### src/rtl/gpio_port.sv
module gpio_port #(
  parameter int PINS = 8,
  parameter int AW   = 3
) (
  input  logic            clk,
  input  logic            rst_n,
  input  logic [AW-1:0]   bus_addr,
  input  logic            bus_wr,
  input  logic [PINS-1:0] bus_wdata,
  input  logic            bus_rd,
  output logic [PINS-1:0] bus_rdata,
  input  logic [PINS-1:0] pin_in,
  output logic [PINS-1:0] pin_out,
  output logic [PINS-1:0] pin_oe,
  input  logic [PINS-1:0] alt_out,
  input  logic [PINS-1:0] alt_oe,
  output logic            irq
);

  localparam logic [AW-1:0] A_PIN  = AW'(0);
  localparam logic [AW-1:0] A_OUT  = AW'(1);
  localparam logic [AW-1:0] A_DIR  = AW'(2);
  localparam logic [AW-1:0] A_FLAG = AW'(3);
  localparam logic [AW-1:0] A_IEN  = AW'(4);
  localparam logic [AW-1:0] A_EDGE = AW'(5);
  localparam logic [AW-1:0] A_FSEL = AW'(6);

  logic [PINS-1:0] sync_a, sync_b, prev_b;
  logic [PINS-1:0] out_q, dir_q, flag_q, ien_q, edge_q, fsel_q;
  logic [PINS-1:0] rise, fall, hit, flag_keep;
  logic            we_out, we_dir, we_flag, we_ien, we_edge, we_fsel;

  assign we_out  = bus_wr && (bus_addr == A_OUT);
  assign we_dir  = bus_wr && (bus_addr == A_DIR);
  assign we_flag = bus_wr && (bus_addr == A_FLAG);
  assign we_ien  = bus_wr && (bus_addr == A_IEN);
  assign we_edge = bus_wr && (bus_addr == A_EDGE);
  assign we_fsel = bus_wr && (bus_addr == A_FSEL);

  assign rise      = sync_b & ~prev_b;
  assign fall      = ~sync_b & prev_b;
  assign hit       = ((rise & ~edge_q) | (fall & edge_q)) & ~dir_q;
  assign flag_keep = we_flag ? (flag_q & bus_wdata) : flag_q;

  always_ff @(posedge clk) begin
    if (!rst_n) begin
      sync_a <= '0;
      sync_b <= '0;
      prev_b <= '0;
      out_q  <= '0;
      dir_q  <= '0;
      flag_q <= '0;
      ien_q  <= '0;
      edge_q <= '0;
      fsel_q <= '0;
    end else begin
      sync_a <= pin_in;
      sync_b <= sync_a;
      prev_b <= sync_b;
      flag_q <= flag_keep | hit;
      if (we_out)  out_q  <= bus_wdata;
      if (we_dir)  dir_q  <= bus_wdata;
      if (we_ien)  ien_q  <= bus_wdata;
      if (we_edge) edge_q <= bus_wdata;
      if (we_fsel) fsel_q <= bus_wdata;
    end
  end

  always_comb begin
    bus_rdata = '0;
    if (bus_rd) begin
      case (bus_addr)
        A_PIN:   bus_rdata = sync_b;
        A_OUT:   bus_rdata = out_q;
        A_DIR:   bus_rdata = dir_q;
        A_FLAG:  bus_rdata = flag_q;
        A_IEN:   bus_rdata = ien_q;
        A_EDGE:  bus_rdata = edge_q;
        A_FSEL:  bus_rdata = fsel_q;
        default: bus_rdata = '0;
      endcase
    end
  end

  assign pin_out = (fsel_q & alt_out) | (~fsel_q & out_q);
  assign pin_oe  = (fsel_q & alt_oe)  | (~fsel_q & dir_q);
  assign irq     = |(flag_q & ien_q);

  p_rdata_quiet_r4: assert property (@(posedge clk) disable iff (!rst_n)
    !bus_rd |-> (bus_rdata == '0));

  p_latch_hold_r5: assert property (@(posedge clk) disable iff (!rst_n)
    !we_out |=> $stable(out_q));

  p_flag_needs_edge_r6: assert property (@(posedge clk) disable iff (!rst_n)
    (sync_b == prev_b) |=> ((flag_q & ~$past(flag_q)) == '0));

  p_irq_held_r8: assert property (@(posedge clk) disable iff (!rst_n)
    (irq && !we_flag && !we_ien) |=> irq);

  p_edge_wins_r10: assert property (@(posedge clk) disable iff (!rst_n)
    (hit != '0) |=> ((flag_q & $past(hit)) == $past(hit)));

endmodule

### config.mk
export PLATFORM = sky130hd
export DESIGN_NAME = gpio_port
export DESIGN_NICKNAME = d
export VERILOG_FILES = /design/src/rtl/gpio_port.sv
export SDC_FILE = /design/constraint.sdc
export NUM_CORES = 1
export LEC_CHECK = 0
export BUFFER_PORTS_ARGS = -buffer_cell sky130_fd_sc_hd__buf_2
export CAP_MARGIN = 20
export CORE_MARGIN = 4
export CORE_UTILIZATION = 50
export DETAILED_ROUTE_END_ITERATION = 16
export PLACE_DENSITY = 0.73
export SLEW_MARGIN = 10
export SYNTH_ARGS = -nofsm -noshare
export SYNTH_HDL_FRONTEND = slang
export SYNTH_SLANG_ARGS = --single-unit
### constraint.sdc
create_clock -name clk -period 1.6 [get_ports clk]
set_input_delay 0.32 -clock clk [delete_from_list [all_inputs] [get_ports clk]]
set_output_delay 0.32 -clock clk [all_outputs]
set_load 0.1 [all_outputs]
### Word-level counts from Yosys, hierarchy flattened

Cells that the tools add are included.

* bits in registers: 72
* bits in latches: 0
* memory bits (writable): 0
* memory bits (read-only): 0
* input port bits: 39
* output and inout bits: 25
* word-level logic and storage cells: 46
* memories kept: 0

* add/subtract/negate cells: 0
* multipliers: 0
* divide/modulo/power cells: 0
* order comparisons: 0
* equality and inequality tests: 6
* shift-type cells: 0
* multiplexer cells: 3
* bitwise operators: 20
* reduce and logical (&&, ||, !) cells: 8

Operators by type and width (count)
* $and A8 B8 Y8: 11
* $pmux W8 S7: 1
* $not A8 Y8: 5
* $or A8 B8 Y8: 4
* $mux W8: 2
* $eq A3 B3 Y1 const B: 3
* $reduce_or A8 Y1: 1
* $eq A3 B2 Y1 const B: 2
* $logic_and A1 B1 Y1: 6
* $eq A3 B1 Y1 const B: 1
* $logic_not A3 Y1: 1

### Logic depth before layout (Yosys ltp)

* depth in word-level cells: 6
* gate-level depth with buffers: 6

### Least setup slack after synthesis

OpenSTA, ideal clock, no wires.

* path type: input to output
* from: in bus_addr[1]
* to: out bus_rdata[0]
* data arrival time: 3.379 ns
* setup slack: -2.099 ns
* stages on the path: 5
* path buffers: 2
* cell sequence: buf_4 buf_6 mux2i_1 or2_0 a311oi_1

* word-level cells in the longest chain between the ends: 3
* elaborated cells on any way between the ends: 9
* those cells by class: eq/ne (6); mux (2); reduce/logical (1)

Ends and longest elaborated chain
* from (decl): line 7 `input logic [AW-1:0] bus_addr,`
* $eq A3 B3 Y1 (tied with other cells): line 72 `case (bus_addr)`
* $pmux W8 S7 (*): line 72
* $mux W8 (*): line 71 `if (bus_rd) begin`
* to (decl): line 11 `output logic [PINS-1:0] bus_rdata,`

Mark *: on every way between the ends. The rest lies on a longest branch, timed or not.

### Worst setup path in the final report

* from: reg sync_b[2]
* to: out bus_rdata[2]

* word-level cells in the longest chain between the ends: 2

Ends and longest elaborated chain
* from (decl): line 28 `logic [PINS-1:0] sync_a, sync_b, prev_b;`
* from (signal assigned): line 58 `sync_b <= sync_a;`
* $pmux W8 S7: line 72
* $mux W8: line 71

No other way between the ends.

==> reports/qor.csv <==
stage,metric,value,unit
place,finalWeightedCongestion,0.826,
setup_path,crit_buf_inv,1,
logic_synthesis,synth-async-reset-ratio,0,
clock_network,cts_tree,done,
routing,post-route-drc-count,0,
sta,fin_skew,0.00573,ns
sta,max_freq,532,MHz
sta,worst_slack,-0.279,ns
place,hpwl,6470,µm
final_layout,final-seq-area,1490,µm²
global_routing,grt_max_degree,42,
global_routing,track_usage,0.233,
global_routing,grt_pass1_wl,15400,µm
worst_hold_path,hp-class,input port to flip-flop,
setup_path,cpMaxStageDelayCell,mux4_2,
routing,wire_per_inst,17.7,µm
clock_network,cts.sinks,72,
floorplanning,io_pins,64,
logic_synthesis,synth.distinct_cells,31,
clock_network,root_buffer,clkbuf_8,
setup_path,worst-setup-path-type,flip-flop to primary output,
logic_synthesis,ys_warn_count,0,
logic_synthesis,synth_mux_area_frac,0.201,
logic_synthesis,synthCells,338,
place,numPortBuffers,63,
logic_synthesis,synth_top_area_frac,0.417,
setup_path,cp_data_required_time,1.28,ns
setup_path,start_kind,flip-flop,
sta,setup_violations,12,
routing,firstDrtPassIters,5,
status,status,"finished, violations left",
floorplanning,rows,30,
logic_synthesis,synth-adder-area-share,0,
setup_path,cp_top_family,multiplexers,
final_layout,fin_util,0.756,
floorplanning,start_util,0.511,
clock_network,clkTransAtPathRegs,0.08,ns
routing,wl,9430,µm
logic_synthesis,synth_area_per_cell,10.2,µm²
logic_synthesis,synth_edf_count,0,
clock_network,cts_hold_buf,0,
clock_network,cts-buffers-inserted,9,
sta,hold_viol,0,
logic_synthesis,synth_ff_type,dfxtp_1,
floorplanning,fp.coreArea,6760,µm²
worst_hold_path,hp-start,pin_in[7],
final_layout,fill_cells,440,
setup_path,worstSetupEndpointType,primary output,
logic_synthesis,syn_nets,377,
logic_synthesis,synth_top_cell_by_area,dfxtp_1,
sta,min_period,1.88,ns
routing,via_count,2958,
clock_network,clkLatencyLatePin,0.35,ns
sta,fin_crit_sh,1.17,
power_and_ir_drop,powerDensity,791,nW/µm²
final_layout,nets,489,
final_layout,multi_input_area,2120,µm²
floorplanning,dieArea,8310,µm²
routing,first_iter_violations,217,
routing,ant_nets,0,
global_routing,grt_antenna_before_repair,0,
sta,drv_slew,0,
logic_synthesis,yosysSeqAreaShare,0.417,
job,cap_violations,0,
sta,setup_tns,-2.14,ns
final_layout,n_antenna_cell,0,
final_layout,syn2layout_area_growth,47.9,%
logic_synthesis,syn_area,3460,µm²
logic_synthesis,synth-compound-area-share,0.112,
routing,avgViaCountPerCell,5.54,
sta,worstMarginPinSlew,0.340,ns
clock_network,h-tree-depth,3,
logic_synthesis,ys_ff_latch,72,
clock_network,clock_path_buffers,2,
setup_path,cp-startpoint,sync_b[2],
floorplanning,dieHeight,91.1,µm
sta,rsz0062_at_grt,true,
power_and_ir_drop,leakage,1.98,nW
setup_path,reg2reg_from,sync_b[7],
floorplanning,chipWidth,91.1,µm
global_routing,grt_overflow,0,
logic_synthesis,synthTopCellsByArea,"dfxtp_1, mux2i_1, mux2_2",
power_and_ir_drop,max-vdd-ir-drop,0.000538,V
status,violations,negative setup slack,
sta,max_slew_margin,0.773,
logic_synthesis,synth-simple-area-share,0.223,
setup_path,arrival,1.56,ns
final_layout,layout-drive-gt1-share,0.522,
global_routing,grt_pass1_vias,3125,
setup_path,slowest_delay,0.46,ns
logic_synthesis,synth_top_family_by_area,simple AND/OR/NAND/NOR gates,
logic_synthesis,synth_xor_area_frac,0,
power_and_ir_drop,power,4.04,mW
setup_path,path_cells,mux4_2 -> nor2_2 -> a311oi_4 -> buf_12,
setup_path,crit_path_max_fanout,4,
-- flip-flops by register name, summed over array words and instances, names as in the netlist --
name	count
dir_q	8
edge_q	8
flag_q	8
fsel_q	8
ien_q	8
out_q	8
prev_b	8
sync_a	8
sync_b	8
-- cell usage in the layout, fill, tap and decap left out, types with 16 or more instances in the layout --
master,count
nor2b_1,25
mux2i_1,31
and2_1,24
a21boi_0,23
nand2_1,39
dfxtp_2,33
buf_4,53
buf_2,35
mux2_4,16
buf_12,25
dfxtp_1,38
-- routing by layer --
metal,up-vias,part of all wire,GRT usage
met2,94,0.51,0.408
li1,1410,-,-
met5,-,0,0
met4,0,0.017,0.0842
met3,15,0.056,0.0464
met1,1439,0.42,0.284
-- repair_timing --
item / in CTS / in global routing
gates resized for setup: 77 / 18
endpoints found under the setup margin: 25 / 25
buffers inserted: 10 / 8
pin swaps: 15 / 9
-- path summary, 6_finish.rpt --
check                                     to  slack [ns]  cells after the start
worst max register to register     flag_q[7]        0.30                      4
worst min-delay path               sync_a[7]        0.18                      2
worst max-delay path            bus_rdata[2]       -0.28                      4
worst min register to register     sync_b[3]        0.44                      1
-- synthesized netlist by cell type (4+ instances only) --
| cell type | count |
|---|---|
| clkbuf_1 | 10 |
| nor2_1 | 8 |
| mux2i_1 | 31 |
| nand3b_1 | 10 |
| or3b_2 | 8 |
| buf_4 | 4 |
| nor2b_1 | 25 |
| mux4_2 | 4 |
| a21o_1 | 8 |
| and2_1 | 24 |
| buf_6 | 5 |
| mux2_2 | 19 |
| a21boi_0 | 23 |
| a22oi_1 | 4 |
| or2_0 | 7 |
| a311oi_1 | 7 |
| nand2_1 | 40 |
| o21ai_0 | 8 |
| dfxtp_1 | 72 |
-- through the flow --
stage | hold slack, ns | instance area (µm²) | cells | setup slack, ns
floorplan | 0.412 | 3640 | 338 | -0.627
global route | 0.174 | 5110 | 534 | -0.321
detailed placement | 0.424 | 4610 | 508 | -0.454
finish | 0.175 | 5110 | 534 | -0.279
CTS | 0.171 | 5050 | 531 | -0.290
global placement | 0.416 | 4610 | 508 | -0.429
-- cell type report --
type | count | share of cell area
clock buffers | 11 | 0.0277
clock inverters | 4 | 0.00881
multi-input cells | 242 | 0.416
flip-flops and latches | 72 | 0.291
well taps | 80 | 0.0196
repair buffers | 125 | 0.237
-- kinds of logic after synthesis --
| kind of cell | after synthesis |
|---|---|
| AOI/OAI and AO/OA | 53 |
| buffers and inverters | 24 |
| DFF | 72 |
| muxes | 57 |
| and+or+nand+nor | 132 |
-- power breakdown --
part / switching (mW) / internal, mW / total [mW]
logic: 0.408 / 0.338 / 0.746
clock network: 0.656 / 0.747 / 1.40
registers: 0.0394 / 1.85 / 1.89
Note: power is estimated with default switching activity, not from simulation.
